--- src/rtl/cardDecPkg.sv ---
package cardDecPkg;
  parameter int NUM_CH   = 2;
  parameter int TF_REGS  = 8;
  parameter int TF_IDX_W = $clog2(TF_REGS);
  parameter int ID_BITS  = 4;
  parameter int ID_SEL_W = $clog2(ID_BITS);
  parameter int EXT_BIT  = 5;
  parameter int DMA_BIT  = 0;

  typedef struct packed {
    logic                cfgWr;
    logic                cfgRd;
    logic                idRd;
    logic [ID_SEL_W-1:0] idSel;
    logic [NUM_CH-1:0]   tfHit;
    logic [NUM_CH-1:0]   altHit;
    logic [TF_IDX_W-1:0] regIdx;
  } decStrobeT;
endpackage

--- src/rtl/cardDecodeCtl.sv ---
module cardDecodeCtl
  import cardDecPkg::*;
#(
  parameter int ADDR_W        = 14,
  parameter int STRIDE_LOG2   = 6,
  parameter int CH_BASE       = 'h2000,
  parameter int CH_SPAN       = 'h1000,
  parameter int ALT_OFS       = 'h380,
  parameter int ID_BASE       = 'h2280,
  parameter int ID_STEP_LOG2  = 2,
  parameter int CFG_ADDR      = 0
) (
  input  logic              clk,
  input  logic              rstN,
  input  logic [ADDR_W-1:0] busAddr,
  input  logic              busRd,
  input  logic              busWr,
  output decStrobeT         strb
);
  localparam logic [ADDR_W-1:0] TF_SPAN  = ADDR_W'(TF_REGS << STRIDE_LOG2);
  localparam logic [ADDR_W-1:0] ID_SPAN  = ADDR_W'(ID_BITS << ID_STEP_LOG2);
  localparam logic [ADDR_W-1:0] ID_ADDR  = ADDR_W'(ID_BASE);
  localparam logic [ADDR_W-1:0] CFG_A    = ADDR_W'(CFG_ADDR);

  logic                access;
  logic [NUM_CH-1:0]   tfHitCh;
  logic [NUM_CH-1:0]   altHitCh;
  logic [TF_IDX_W-1:0] idxCh [NUM_CH];
  logic [ADDR_W-1:0]   idOffs;
  logic                idHit;

  assign access = busRd | busWr;

  for (genvar ch = 0; ch < NUM_CH; ch++) begin : g_chan
    localparam logic [ADDR_W-1:0] BASE    = ADDR_W'(CH_BASE + ch * CH_SPAN);
    localparam logic [ADDR_W-1:0] ALT_ADR = ADDR_W'(CH_BASE + ch * CH_SPAN + ALT_OFS);
    logic [ADDR_W-1:0] offs;
    assign offs         = busAddr - BASE;
    assign tfHitCh[ch]  = access && (offs < TF_SPAN) &&
                          (offs[STRIDE_LOG2-1:0] == '0);
    assign idxCh[ch]    = offs[STRIDE_LOG2 +: TF_IDX_W];
    assign altHitCh[ch] = access && (busAddr == ALT_ADR);
  end

  assign idOffs = busAddr - ID_ADDR;
  assign idHit  = (idOffs < ID_SPAN) && (idOffs[ID_STEP_LOG2-1:0] == '0);

  always_comb begin
    strb        = '0;
    strb.tfHit  = tfHitCh;
    strb.altHit = altHitCh;
    for (int ch = 0; ch < NUM_CH; ch++) begin
      if (tfHitCh[ch]) strb.regIdx = idxCh[ch];
    end
    strb.cfgWr = busWr && (busAddr == CFG_A);
    strb.cfgRd = busRd && (busAddr == CFG_A);
    strb.idRd  = busRd && idHit;
    strb.idSel = idOffs[ID_STEP_LOG2 +: ID_SEL_W];
  end


  idle_quiet_chk: assert property (@(posedge clk) disable iff (!rstN)
    !(busRd || busWr) |-> (strb.tfHit == '0 && strb.altHit == '0 &&
                           !strb.cfgWr && !strb.cfgRd && !strb.idRd));


  single_target_chk: assert property (@(posedge clk) disable iff (!rstN)
    $onehot0({strb.tfHit, strb.altHit, strb.cfgRd | strb.cfgWr, strb.idRd}));
endmodule

--- src/rtl/cardDecodeDp.sv ---
module cardDecodeDp
  import cardDecPkg::*;
#(
  parameter int DATA_W = 8
) (
  input  logic                clk,
  input  logic                rstN,
  input  decStrobeT           strb,
  input  logic                busRd,
  input  logic                busWr,
  input  logic [DATA_W-1:0]   busWrData,
  input  logic [ID_BITS-1:0]  cardId,
  output logic [DATA_W-1:0]   busRdData,
  output logic [NUM_CH-1:0]   tfCs,
  output logic [NUM_CH-1:0]   altCs,
  output logic [TF_IDX_W-1:0] tfIdx,
  output logic                dmaChan
);
  logic [DATA_W-1:0] cfgReg;
  logic              extEn;

  always_ff @(posedge clk or negedge rstN) begin
    if (!rstN)           cfgReg <= '0;
    else if (strb.cfgWr) cfgReg <= busWrData;
  end

  assign extEn   = cfgReg[EXT_BIT];
  assign dmaChan = cfgReg[DMA_BIT];
  assign tfCs    = strb.tfHit  & {NUM_CH{extEn}};
  assign altCs   = strb.altHit & {NUM_CH{extEn}};
  assign tfIdx   = (|tfCs) ? strb.regIdx : '0;

  always_comb begin
    busRdData = '0;
    if (strb.cfgRd)     busRdData = cfgReg;
    else if (strb.idRd) busRdData = {{(DATA_W-1){1'b0}}, cardId[strb.idSel]};
  end


  cfg_store_chk: assert property (@(posedge clk) disable iff (!rstN)
    strb.cfgWr |=> (dmaChan == $past(busWrData[DMA_BIT])));


  cfg_hold_chk: assert property (@(posedge clk) disable iff (!rstN)
    !strb.cfgWr |=> $stable(dmaChan));


  ext_gate_chk: assert property (@(posedge clk) disable iff (!rstN)
    !extEn |-> (tfCs == '0 && altCs == '0));


  id_width_chk: assert property (@(posedge clk) disable iff (!rstN)
    strb.idRd |-> (busRdData[DATA_W-1:1] == '0));


  no_drive_idle_chk: assert property (@(posedge clk) disable iff (!rstN)
    !(busRd || busWr) |-> (busRdData == '0 && tfIdx == '0));
endmodule

--- src/rtl/cardDecoder.sv ---
module cardDecoder
  import cardDecPkg::*;
#(
  parameter int ADDR_W = 14,
  parameter int DATA_W = 8
) (
  input  logic                clk,
  input  logic                rstN,
  input  logic [ADDR_W-1:0]   busAddr,
  input  logic                busRd,
  input  logic                busWr,
  input  logic [DATA_W-1:0]   busWrData,
  input  logic [ID_BITS-1:0]  cardId,
  output logic [DATA_W-1:0]   busRdData,
  output logic [NUM_CH-1:0]   tfCs,
  output logic [NUM_CH-1:0]   altCs,
  output logic [TF_IDX_W-1:0] tfIdx,
  output logic                dmaChan
);
  decStrobeT strb;

  cardDecodeCtl #(.ADDR_W(ADDR_W)) u_ctl (
    .clk(clk), .rstN(rstN), .busAddr(busAddr),
    .busRd(busRd), .busWr(busWr), .strb(strb)
  );

  cardDecodeDp #(.DATA_W(DATA_W)) u_dp (
    .clk(clk), .rstN(rstN), .strb(strb), .busRd(busRd), .busWr(busWr),
    .busWrData(busWrData), .cardId(cardId), .busRdData(busRdData),
    .tfCs(tfCs), .altCs(altCs), .tfIdx(tfIdx), .dmaChan(dmaChan)
  );
endmodule

--- config.mk ---
export PLATFORM = sky130hd
export DESIGN_NAME = cardDecoder
export DESIGN_NICKNAME = d
export VERILOG_FILES = /design/src/rtl/cardDecPkg.sv /design/src/rtl/cardDecodeCtl.sv /design/src/rtl/cardDecodeDp.sv /design/src/rtl/cardDecoder.sv
export SDC_FILE = /design/constraint.sdc
export NUM_CORES = 1
export LEC_CHECK = 0
export CAP_MARGIN = 20
export CORE_MARGIN = 2
export CORE_UTILIZATION = 30
export CTS_CLUSTER_DIAMETER = 200
export DETAILED_ROUTE_END_ITERATION = 7
export PLACE_DENSITY = 0.77
export SKIP_LAST_GASP = 1
export SLEW_MARGIN = 30
export SYNTH_ARGS = -nofsm -noshare
export SYNTH_HDL_FRONTEND = slang
export SYNTH_SLANG_ARGS = --single-unit
--- constraint.sdc ---
create_clock -name clk -period 1.8 [get_ports clk]
set_input_delay 0.45 -clock clk [delete_from_list [all_inputs] [get_ports clk]]
set_output_delay 0.45 -clock clk [all_outputs]
set_load 0.01 [all_outputs]
After elaboration in Yosys (flattened, before gate mapping) --
Cells that the tools add are included.
Storage, ports and cells: register bits 8, output and inout bits 16, input bits 30
Cells by class: equal/unequal tests 2, reductions and logical operators 15, bitwise operators 3, mux-type cells 7, order comparisons 4, add/sub/neg operators 3
Operators with widths (number):
- $sub 14x14->14 const B | 3
- $eq 14x14->1 const B | 2
- $lt 14x10->1 const B | 2
- $logic_not 14->1 | 1
- $lt 14x5->1 const B | 1
- $logic_not 6->1 | 2
- $logic_and 1x1->1 | 10
- $mux 3 | 3
- $mux 8 | 1
- $and 2x2->2 | 2
- $lt 2x3->1 const B | 1
- $bmux 1 s2 | 1
- $logic_not 2->1 | 1
- $mux 1 | 2
- $reduce_or 2->1 | 1
- $or 1x1->1 | 1

Depth between registers and ports, before layout --
Gate-level depths: netlist of the first run.
depth in word-level cells 7, gate-level depth with buffers 6

Hierarchy --
Synthesis of the first run repeated with hierarchy kept, for this count alone.
Unflattened totals: cell total of the unflattened synthesis 70, area total of the unflattened synthesis 643.1 sq um
Modules (own cells, without submodules):
- cardDecodeDp | cells each 35, area each 427.9 sq um, times used 1, seq. area each 200.2 sq um
- cardDecodeCtl | cells each 35, area each 215.2 sq um, times used 1, seq. area each 0.0 sq um

Least setup slack after synthesis of the first run --
No wires, ideal clock.
path type input to output, from input port busAddr[1], to output port altCs[0], data required time 1.350 ns, path buffers 0, path slack -0.091 ns, stages 3, data arrival time 1.441 ns, path through nor4_4 > nand4_1 > nor4_1
On the way: word-level cells in the longest chain between the ends 3
RTL lines:
- from (decl) | RTL line cardDecoder.sv:9 | input logic [ADDR_W-1:0] busAddr,
- $eq 14x14->1 | RTL line cardDecodeCtl.sv:42 | assign altHitCh[ch] = access && (busAddr == ALT_ADR);
- $logic_and 1x1->1 | RTL line cardDecodeCtl.sv:42
- $and 2x2->2 | RTL line cardDecodeDp.sv:30 | assign altCs = strb.altHit & {NUM_CH{extEn}};
- to (decl) | RTL line cardDecoder.sv:16 | output logic [NUM_CH-1:0] altCs,
No other way between the ends.

Worst setup path after layout of the first run --
from input port busAddr[10], to output port busRdData[2]
On the way: word-level cells in the longest chain between the ends 3
RTL lines:
- $logic_not 14->1 | RTL line cardDecodeCtl.sv:56 | strb.cfgRd = busRd && (busAddr == CFG_A);
- $logic_and 1x1->1 | RTL line cardDecodeCtl.sv:56
- $mux 8 | RTL line cardDecodeDp.sv:35 | if (strb.cfgRd) busRdData = cfgReg;
- to (decl) | RTL line cardDecoder.sv:14 | output logic [DATA_W-1:0] busRdData,
No other way between the ends.

==> tab_implementation.tex, run 1 <==
\begin{tabular}{lr}
\hline
Metric & Value \\
\hline
\multicolumn{2}{l}{\textbf{Power}} \\
\quad Sequential share of power & 0.416 \\
\quad Static leakage power & 0.626 nW \\
\quad P\_sw & 105 µW \\
\quad Worst vdd rail ir drop & 0.171 mV \\
\quad Overall Power & approximately 430 µW \\
\quad Switching Share & 0.242 \\
\quad Design internal power & between 300 and 400 µW \\
\quad Fraction of power consumed by the clock network & 0.304 \\
\quad Total power per unit cell area & 344 nW/µm² \\
\quad Part of the total power dissipated in combinational logic & 0.280 \\
\multicolumn{2}{l}{\textbf{Drt}} \\
\quad Detailed-route wire length per cell & 13.3 µm \\
\quad Total via count in the routed design & around 700 \\
\quad Post-DRT Antenna Nets & 0 \\
\quad Via density & approximately 4.7 \\
\quad Routed wire length & 1980 µm \\
\quad Number of search-and-repair iterations in the first detailed-routing pass & 4 \\
\quad Post-detailed-route DRC marker count & 0 \\
\quad Detailed router's first-iteration violation count & 3 \\
\multicolumn{2}{l}{\textbf{Timing}} \\
\quad Fmax & 482 MHz \\
\quad Shortest clock period the worst path allows after layout & between 2000 and 2500 ps \\
\quad RSZ-0062 raised after global routing & true \\
\quad Worst-case clock skew & 0 ps \\
\quad Max\_slew headroom & 0.678 \\
\quad Final cycle utilization of the critical path & 1.15 \\
\quad Final-report hold violation count & 0 \\
\quad Pins over their slew limit & 0 \\
\quad Count of endpoints failing setup in the final report & 15 \\
\quad Tightest Pin Transition & a little under 500 ps \\
\quad Slack of the critical path & -273 ps \\
\multicolumn{2}{l}{\textbf{Outcome}} \\
\quad Violated checks & setup timing \\
\quad Run status & complete, but fails checks \\
\multicolumn{2}{l}{\textbf{Layout}} \\
\quad Antenna diodes & 0 \\
\quad Net count, final & 155 \\
\quad Regs by FF count & u\_dp.cfgReg x8 \\
\quad Flip-flop count of the largest register, all copies and words added & 8 \\
\quad Final standard cell count with taps included and fillers excluded & $\sim$150 \\
\quad Leading cell type in the layout, fill and taps excluded & buf\_2 \\
\quad Register name with the most flops & u\_dp.cfgReg \\
\quad Share of post-route cells with drive strength above 1 & 0.623 \\
\quad Most frequent cells in the layout & buf\_2, buf\_4, buf\_6, clkdlybuf4s50\_1 \\
\quad Area growth, synth to finish & 102\% \\
\quad Number of filler cells placed in the layout & about 180 \\
\multicolumn{2}{l}{\textbf{Yosys}} \\
\quad Post-synth net total & 89 \\
\quad Number of distinct library cell variants in the gate-level netlist after synthesis & 22 \\
\quad Mean cell area of the mapped netlist & 10.7 µm² \\
\quad Post-Synthesis Cell Area & approximately 620 µm² \\
\quad Cells after Synth & 58 \\
\quad Synthesized flop and latch total & 8 \\
\quad Sequential element share of the synthesized area & 0.322 \\
\quad Total of warnings raised by yosys & 0 \\
\multicolumn{2}{l}{\textbf{Setup path}} \\
\quad Cell repeated most along the worst path & buf\_6 \\
\quad Critical path's top delay family & simple AND/OR/NAND/NOR gates \\
\quad CP Max Fanout & 3 \\
\quad R2R Path Start & u\_dp.cfgReg[0]\$\_DFFE\_PN0P\_ \\
\quad CP startpoint & busAddr[10] \\
\quad Cell at the slowest stage of the critical path & nor4\_4 \\
\quad Critical path depth & 8 \\
\quad Worst-case reg-to-reg path depth & 1 \\
\quad Data arrival time at the worst-slack endpoint & about 1600 ps \\
\quad Internal reg-to-reg setup slack & about 1000 ps \\
\quad Worst stage delay on the critical path & between 200 and 300 ps \\
\quad Endpoint kind of the worst setup timing path & primary output \\
\quad Kind of launch point of the worst setup path & input pin \\
\quad Kind of critical path & in -> out \\
\quad Number of buffers and inverters on the critical path & 4 \\
\quad Worst Path Required & roughly 1400 ps \\
\quad Cell breakdown of the critical path & buf\_8 -> nor4\_4 -> nand4\_1 -> nor2\_4 -> buf\_6 -> buf\_6 -> and2\_4 -> buf\_6 \\
\multicolumn{2}{l}{\textbf{Floorplan}} \\
\quad Y dimension of the die & $\sim$50 µm \\
\quad Die outline area & 2450 µm² \\
\quad Cell row count & 16 \\
\quad Top-level I/O count & 46 \\
\quad Initial standard-cell utilization of the core & 0.317 \\
\quad X dimension of the die & a little under 50 µm \\
\quad Core Area & slightly below 2000 µm² \\
\multicolumn{2}{l}{\textbf{Placement}} \\
\quad Buffers on Ports & 45 \\
\quad Placer congestion estimate & approximately 0.73 \\
\quad Half-perimeter wire length of the detailed placement result & 1430 µm \\
\quad Instance count after placement with tap cells included & 138 \\
\multicolumn{2}{l}{\textbf{Global route}} \\
\quad Largest net degree at the start of global routing & 9 \\
\quad Global-route wire length before repair & 3190 µm \\
\quad Gr ovfl total & 0 \\
\quad Number of antenna violations at the first check in global routing & 0 \\
\quad Global Route Usage Sum & 0.162 \\
\quad Number of global-route vias before repair & between 700 and 800 \\
\multicolumn{2}{l}{\textbf{Clock network}} \\
\quad Sink count of the clock tree & 8 \\
\quad Clk buf depth & 2 \\
\quad CTS HTree Levels & 1 \\
\quad TritonCTS clock tree & done \\
\quad Inserted Clock Buffers & 3 \\
\quad Insertion delay of the later-clocked pin in the worst-skew pair & 250 ps \\
\quad Clock tree root driver cell & clkbuf\_4 \\
\quad Clock slew at reported path FFs & approximately 50 ps \\
\multicolumn{2}{l}{\textbf{Run}} \\
\quad Maximum Capacitance Violations & 0 \\
\multicolumn{2}{l}{\textbf{Min path}} \\
\quad Worst min-delay path class & in -> async \\
\hline
\end{tabular}
## cell type report
cell class | count | area (µm²) | area share
Clock buffer | 3 | 22.5 | 0.0179
Inverter | 5 | 18.8 | 0.0149
Multi-Input combinational cell | 43 | 468 | 0.372
Sequential cell | 8 | 200 | 0.159
Tap cell | 27 | 33.8 | 0.0268
Timing Repair Buffer | 63 | 515 | 0.410
## layer usage
metal | track usage | share of wire | vias up
li1 | - | - | 338
met1 | 0.171 | 0.38 | 327
met2 | 0.304 | 0.53 | 34
met3 | 0.0394 | 0.077 | 2
met4 | 0.0602 | 0.0086 | 0
met5 | 0 | 0 | -
## cells by family (layout without fill, tap and decap cells)
| kind of cell | count (synthesis) | after routing | synth area share |
|---|---|---|---|
| mux | 9 | 9 | 0.229 |
| xor+xnor | 2 | 2 | 0.0282 |
| compound gates | 3 | 3 | 0.0362 |
| buf+inv | 7 | 71 | 0.0664 |
| simple gates | 28 | 28 | 0.298 |
| flops | 8 | 8 | 0.322 |
| fa+ha+maj | 1 | 1 | 0.0201 |
## power groups by stage
stage                     clock, mW  combinational [mW]  sequential [mW]
after floorplan                   0              0.0267            0.183
after global placement            0               0.119            0.183
after detailed placement          0               0.121            0.183
after CTS                     0.138               0.116            0.180
after global routing          0.150               0.130            0.180
final                         0.132               0.121            0.180
## final timing paths
| kind | end |
|---|---|
| worst max register to register | u_dp.cfgReg[0]$_DFFE_PN0P_ |
| min in group clk | u_dp.cfgReg[3]$_DFFE_PN0P_ |
| worst min register to register | u_dp.cfgReg[3]$_DFFE_PN0P_ |
| worst max-delay path | busRdData[2] |
| worst min-delay path | u_dp.cfgReg[0]$_DFFE_PN0P_ |
| max in group asynchronous | u_dp.cfgReg[7]$_DFFE_PN0P_ |
## metrics by stage
step	setup WS [ps]	instance area (µm²)	TNS, ps	util	hold slack (ps)
3_3_place_gp	-988	1180	-18170	0.601	482
5_1_grt	-351	1260	-4370	0.642	495
3_5_place_dp	-1010	1180	-18440	0.601	484
4_1_cts	-305	1200	-3530	0.612	477
6_report	-273	1260	-3260	0.642	473
2_1_floorplan	-49.1	642	-145	-	154
## Yosys cell counts
cell      count  area share
nor3b_1       1       0.012
a32o_1        1       0.016
mux2_4        8        0.19
or2_1         1       0.010
inv_1         5       0.030
xor2_1        1       0.014
nand2b_1      1       0.010
nor2_1        3       0.018
and2_1        7       0.070
nor4_2        2       0.040
nor4_1        2       0.020
o21ai_0       1      0.0080
nor4_4        1       0.034
dfrtp_1       8        0.32
buf_6         2       0.036
o21a_1        1       0.012
nor3_1        5       0.040
nand2_1       2       0.012
ha_1          1       0.020
mux4_2        1       0.036
nand4_1       3       0.030
xnor2_1       1       0.014
## repair_timing
action	in CTS	in global routing
pin swaps	13	13
setup buffers	7	1
endpoints found under the setup margin	23	20
resized for setup	132	16
hold buffers	0	0
(Power assumes the default switching activity.)
==> run 2: changes to the inputs <==
- ABC_AREA: unset -> 0
==> results of run 2 <==
No change in the layout: final DEF, timing and power equal those of run 1.
